### config.mk
export PLATFORM = sky130hd
export DESIGN_NAME = dsm1_mod
export DESIGN_NICKNAME = d
export VERILOG_FILES = /design/src/rtl/dsm1_pkg.sv /design/src/rtl/dsm1_lfsr.sv /design/src/rtl/dsm1_integ.sv /design/src/rtl/dsm1_quant.sv /design/src/rtl/dsm1_mod.sv
export SDC_FILE = /design/constraint.sdc
export NUM_CORES = 1
export LEC_CHECK = 0
export ABC_AREA = 1
export CAP_MARGIN = 20
export CORE_MARGIN = 1
export CORE_UTILIZATION = 50
export CTS_CLUSTER_SIZE = 40
export DETAILED_ROUTE_END_ITERATION = 7
export PLACE_DENSITY = 0.69
export SYNTH_ARGS = -nofsm -noshare
export SYNTH_HDL_FRONTEND = slang
export SYNTH_SLANG_ARGS = --single-unit
### constraint.sdc
create_clock -name clk -period 10.2 [get_ports clk]
set_input_delay 2.04 -clock clk [delete_from_list [all_inputs] [get_ports clk]]
set_output_delay 2.04 -clock clk [all_outputs]
set_load 0.005 [all_outputs]
### src/rtl/dsm1_pkg.sv
package dsm1_pkg;
  typedef enum logic {SGN_NEG = 1'b0, SGN_POS = 1'b1} sgn_e;
  localparam int unsigned LFSR_W = 16;
  // feedback taps at bit positions 15, 14, 12, 3
  localparam logic [LFSR_W-1:0] LFSR_TAPS = 16'hD008;
  localparam logic [LFSR_W-1:0] LFSR_SEED = 16'hACE1;
endpackage

### src/rtl/dsm1_lfsr.sv
module dsm1_lfsr #(
  parameter int unsigned W      = 16,
  parameter int unsigned OUT_W  = 4,
  parameter logic [W-1:0] TAPS  = '1,
  parameter logic [W-1:0] SEED  = '1
) (
  input  logic             clk,
  input  logic             rst,
  input  logic             adv,
  output logic [OUT_W-1:0] rnd
);
  logic [W-1:0] state_q;

  function automatic logic [W-1:0] next_state(input logic [W-1:0] s);
    return {s[W-2:0], ^(s & TAPS)};
  endfunction

  always_ff @(posedge clk) begin
    if (rst)      state_q <= SEED;
    else if (adv) state_q <= next_state(state_q);
  end

  assign rnd = state_q[OUT_W-1:0];
endmodule

### src/rtl/dsm1_integ.sv
module dsm1_integ #(
  parameter int unsigned IN_W  = 16,
  parameter int unsigned ACC_W = 20
) (
  input  logic                    clk,
  input  logic                    rst,
  input  logic                    en,
  input  logic signed [IN_W-1:0]  x,
  input  logic signed [IN_W:0]    fb,
  output logic signed [ACC_W-1:0] acc_nxt,
  output logic signed [ACC_W-1:0] acc_q
);
  localparam int unsigned ERR_W = IN_W + 2;
  localparam int unsigned SUM_W = ((ACC_W > ERR_W) ? ACC_W : ERR_W) + 1;
  localparam logic signed [SUM_W-1:0] HI_S =
    $signed({{(SUM_W-ACC_W+1){1'b0}}, {(ACC_W-1){1'b1}}});
  localparam logic signed [SUM_W-1:0] LO_S =
    $signed({{(SUM_W-ACC_W+1){1'b1}}, {(ACC_W-1){1'b0}}});

  logic signed [SUM_W-1:0] sum;

  function automatic logic signed [ACC_W-1:0] clamp(input logic signed [SUM_W-1:0] s);
    if (s > HI_S)      return HI_S[ACC_W-1:0];
    else if (s < LO_S) return LO_S[ACC_W-1:0];
    else               return s[ACC_W-1:0];
  endfunction

  assign sum     = SUM_W'(acc_q) + SUM_W'(x) - SUM_W'(fb);
  assign acc_nxt = clamp(sum);

  always_ff @(posedge clk) begin
    if (rst)     acc_q <= '0;
    else if (en) acc_q <= acc_nxt;
  end
endmodule

### src/rtl/dsm1_quant.sv
module dsm1_quant #(
  parameter int unsigned ACC_W  = 20,
  parameter int unsigned DITH_W = 4
) (
  input  logic signed [ACC_W-1:0]  acc_in,
  input  logic        [DITH_W-1:0] rnd,
  input  logic                     dith_on,
  output logic                     q_pos
);
  localparam int unsigned QW = ACC_W + 1;

  logic signed [DITH_W-1:0] dith_val;
  logic signed [QW-1:0]     qsum;

  assign dith_val = dith_on ? $signed(rnd) : '0;
  assign qsum     = QW'(acc_in) + QW'(dith_val);
  assign q_pos    = ~qsum[QW-1];
endmodule

### src/rtl/dsm1_mod.sv
module dsm1_mod #(
  parameter int unsigned IN_W   = 16,
  parameter int unsigned ACC_W  = 20,
  parameter int unsigned DITH_W = 4
) (
  input  logic                   clk,
  input  logic                   rst,
  input  logic                   smp_en,
  input  logic signed [IN_W-1:0] smp_in,
  input  logic                   dith_on,
  output logic                   bit_out,
  output logic                   bit_vld
);
  import dsm1_pkg::*;

  localparam int unsigned FB_W = IN_W + 1;
  localparam logic signed [FB_W-1:0] FS_POS = $signed({2'b01, {(IN_W-1){1'b0}}});
  localparam logic signed [FB_W-1:0] FS_NEG = $signed({2'b11, {(IN_W-1){1'b0}}});

  logic signed [ACC_W-1:0] acc_nxt;
  logic signed [ACC_W-1:0] acc_q;
  logic signed [FB_W-1:0]  fb_q;
  logic [DITH_W-1:0]       lfsr_rnd;
  logic                    q_pos;
  sgn_e                    sgn_q;
  logic                    vld_q;

  dsm1_lfsr #(
    .W(LFSR_W), .OUT_W(DITH_W), .TAPS(LFSR_TAPS), .SEED(LFSR_SEED)
  ) u_lfsr (
    .clk(clk), .rst(rst), .adv(smp_en), .rnd(lfsr_rnd)
  );

  dsm1_integ #(.IN_W(IN_W), .ACC_W(ACC_W)) u_integ (
    .clk(clk), .rst(rst), .en(smp_en), .x(smp_in), .fb(fb_q),
    .acc_nxt(acc_nxt), .acc_q(acc_q)
  );

  dsm1_quant #(.ACC_W(ACC_W), .DITH_W(DITH_W)) u_quant (
    .acc_in(acc_nxt), .rnd(lfsr_rnd), .dith_on(dith_on), .q_pos(q_pos)
  );

  always_ff @(posedge clk) begin
    if (rst) begin
      sgn_q <= SGN_NEG;
      fb_q  <= '0;
      vld_q <= 1'b0;
    end else begin
      vld_q <= smp_en;
      if (smp_en) begin
        sgn_q <= q_pos ? SGN_POS : SGN_NEG;
        fb_q  <= q_pos ? FS_POS : FS_NEG;
      end
    end
  end

  assign bit_out = (sgn_q == SGN_POS);
  assign bit_vld = vld_q;
endmodule

==> results.json <==
{
  "fin_skew_ps": 6.696,
  "rsz0062_at_grt": "false",
  "initial_core_util": 0.5224,
  "die_area_um2": 7519,
  "grt_usage": 0.2129,
  "dp_hpwl_mm": 5.561,
  "cts_resized": 0,
  "crit_arrival_ps": 6380,
  "setup.worst_path.end": "bit_out",
  "antenna_left": 0,
  "crit_path_top_delay_cell": "fa_1",
  "synth_ff_type": "dfxtp_1",
  "worstSetupPathType": "input port to flip-flop",
  "top_level_ports": 22,
  "finalWirelength_mm": 7.232,
  "grt_antenna_before_repair": 0,
  "h-tree-depth": 2,
  "syn_to_final_growth_pct": 11.12,
  "postCtsHoldBufs": 0,
  "postCtsSetupBuffers": 0,
  "maxUsedRoutingLayer": "met4",
  "reg2reg_slack_ps": 5990,
  "fin_hold_ws_ps": 464.4,
  "synth_seq_area_share": 0.2232,
  "yosys.area_share.simple": 0.2064,
  "synth_top_family_by_area": "adder cells",
  "grt_max_degree": 35,
  "grt_pass1_wl_mm": 12.58,
  "gp_congestion": 0.8842,
  "cts_made_buffers": 5,
  "yosysTopAreaCell": "dfxtp_1",
  "synth_top_area_frac": 0.2232,
  "die_h_um": 86.72,
  "core-area_um2": 6869,
  "worst_pin_slew_ps": 955.6,
  "clk_path_buf_depth": 2,
  "synth_xor_area_frac": 0.05126,
  "cp.buffers_inverters": 5,
  "synth_cells": 529,
  "portBuffers": 21,
  "wl_met1_mm": 3.541,
  "synthArstFlopShare": 0,
  "slew_headroom": 0.3622,
  "setup_violations": 0,
  "end_kind": "flip-flop",
  "drtPass1Iterations": 4,
  "synth_edf_count": 0,
  "vias": 3113,
  "nets": 623,
  "core.rowCount": 30,
  "period_needed_ps": 6136,
  "post-route-period-util": 0.6015,
  "r2r-start": "fb_q[16]",
  "synth.area.mux_share": 0,
  "cp_num_cells": 25,
  "routedWlPerCell_um": 11.26,
  "overflow": 0,
  "cp-start-kind": "input port",
  "synth_area_um2": 3588,
  "ys_ff_latch": 40,
  "synth_cell_type_count": 34,
  "synth_area_leaders": "dfxtp_1 22%, ha_1 18%, inv_1 13%",
  "synth_nets": 607,
  "yosys_warnings": 0,
  "met3WireLength_um": 196,
  "via_per_inst": 4.849,
  "cts_tree": "built",
  "startpoint": "smp_in[15]",
  "reg2reg_depth": 24,
  "cts.sinks": 40,
  "synth_fa_ha_area_frac": 0.2127,
  "antenna_cells": 0,
  "insertion_delay_ps": 300,
  "grt_pass1_vias": 2886,
  "cp_max_fo": 17,
  "maxClockFrequency_mhz": 163.0,
  "clock-root-buffer": "clkbuf_8",
  "max_stage_delay_ps": 560,
  "die_w_um": 86.72,
  "drive_gt1_frac": 0.06777,
  "syn_area_per_cell_um2": 6.783,
  "met2WireLength_mm": 3.373,
  "drv_slew": 0,
  "synth_compound_area_frac": 0.1520,
  "route.detailed.drc": 0,
  "drtIter0Drc": 137,
  "cts.reportedPaths.clkPinSlew_ps": 90,
  "hold_violations": 0,
  "tns_ps": 0,
  "cp_top_family": "adder cells",
  "r2r-end": "bit_out",
  "worstPathRequired_ps": 10440,
  "hold_path_class": "flip-flop to flip-flop",
  "max_cap_viol_count": 0,
  "outcome": "completed"
}
==> registers in the layout (all words and copies together) (netlist names) <==
| signal | cells |
|---|---|
| u_lfsr.state_q | 16 |
| bit_vld | 1 |
| bit_out | 1 |
| u_integ.acc_q | 20 |
| fb_q | 2 |
==> per-stage QoR <==
step	util	area [µm²]	setup WS, ps	cells
5_1_grt	0.5805	3988	3657	642
3_3_place_gp	0.5636	3871	3830	634
6_report	0.5805	3988	4064	642
3_5_place_dp	0.5636	3871	3725	634
2_1_floorplan	-	3588	4676	529
4_1_cts	0.5805	3988	4031	642
==> tightest hold or removal path, stage by stage, from the launching register on <==
cell     delay, ps
dfxtp_1        330
nand2_1         50
nand3_1         50
==> cell families after synthesis <==
logic type | Yosys count
and+or+nand+nor | 161
buffers and inverters | 145
AOI/OAI and AO/OA | 104
adders and majority gates | 58
DFF | 40
xor gates and xnor gates | 21
==> worst min-delay path by stage <==
stage                             startpoint            endpoint  slack (ps)  cells past startpoint
after floorplan           u_lfsr.state_q[10]  u_lfsr.state_q[10]         430                      2
after global placement     u_lfsr.state_q[6]   u_lfsr.state_q[6]         440                      2
after detailed placement   u_lfsr.state_q[6]   u_lfsr.state_q[6]         450                      2
after CTS                  u_lfsr.state_q[6]   u_lfsr.state_q[6]         470                      2
after global routing       u_lfsr.state_q[9]  u_lfsr.state_q[10]         490                      2
final                      u_lfsr.state_q[6]   u_lfsr.state_q[6]         460                      2
==> synth_stat cells (5+ instances only) <==
| library cell | instances |
|---|---|
| inv_1 | 129 |
| nand2_1 | 92 |
| ha_1 | 53 |
| a21oi_1 | 46 |
| dfxtp_1 | 40 |
| o21ai_0 | 37 |
| nor2_1 | 27 |
| nand3_1 | 13 |
| xor2_1 | 13 |
| clkbuf_1 | 11 |
| o21ai_1 | 11 |
| nand2_2 | 8 |
| xnor2_1 | 8 |
| nor2_2 | 7 |
| fa_1 | 5 |
==> placed cells by master (no fill, tap or decap) <==
cell type and count:
a211oi_1 1, o21bai_1 1, and3_1 1, nand2_4 1, nor4_1 1, clkdlybuf4s50_1 21, ha_1 53, nand3_1 13
buf_4 2, nand4_2 1, nand3_2 4, nor2_2 7, nor2_1 27, nor2_4 1, bufinv_16 1, nand3b_1 1
nand2_2 8, inv_1 129, xnor2_1 8, o21a_1 1, o21ai_1 11, clkinv_4 2, fa_1 5, o21ai_0 37
nand4_4 1, nand2_1 92, o221a_2 1, clkbuf_8 5, dfxtp_1 40, inv_2 2, xor2_1 13, a21oi_2 1
a21o_1 1, a21oi_1 46, nand4_1 3, a31oi_1 4
==> layer usage <==
metal,GRT usage,vias up
li1,-,1687
met1,0.2689,1373
met2,0.3665,43
met3,0.03429,10
met4,0.07576,0
met5,0,-
==> area by class of cell <==
type / count / area [µm²]
clock buffers: 5 / 68.82
well taps: 96 / 120.1
clock inverters: 3 / 47.55
fillers: 683 / 2882
inverters: 131 / 491.7
multi-input cells: 344 / 2233
flip-flops and latches: 40 / 800.8
repair buffers: 23 / 225.2
Power is not shown: default switching activity piles up to over one toggle a cycle in this logic, so the estimate is an artifact.
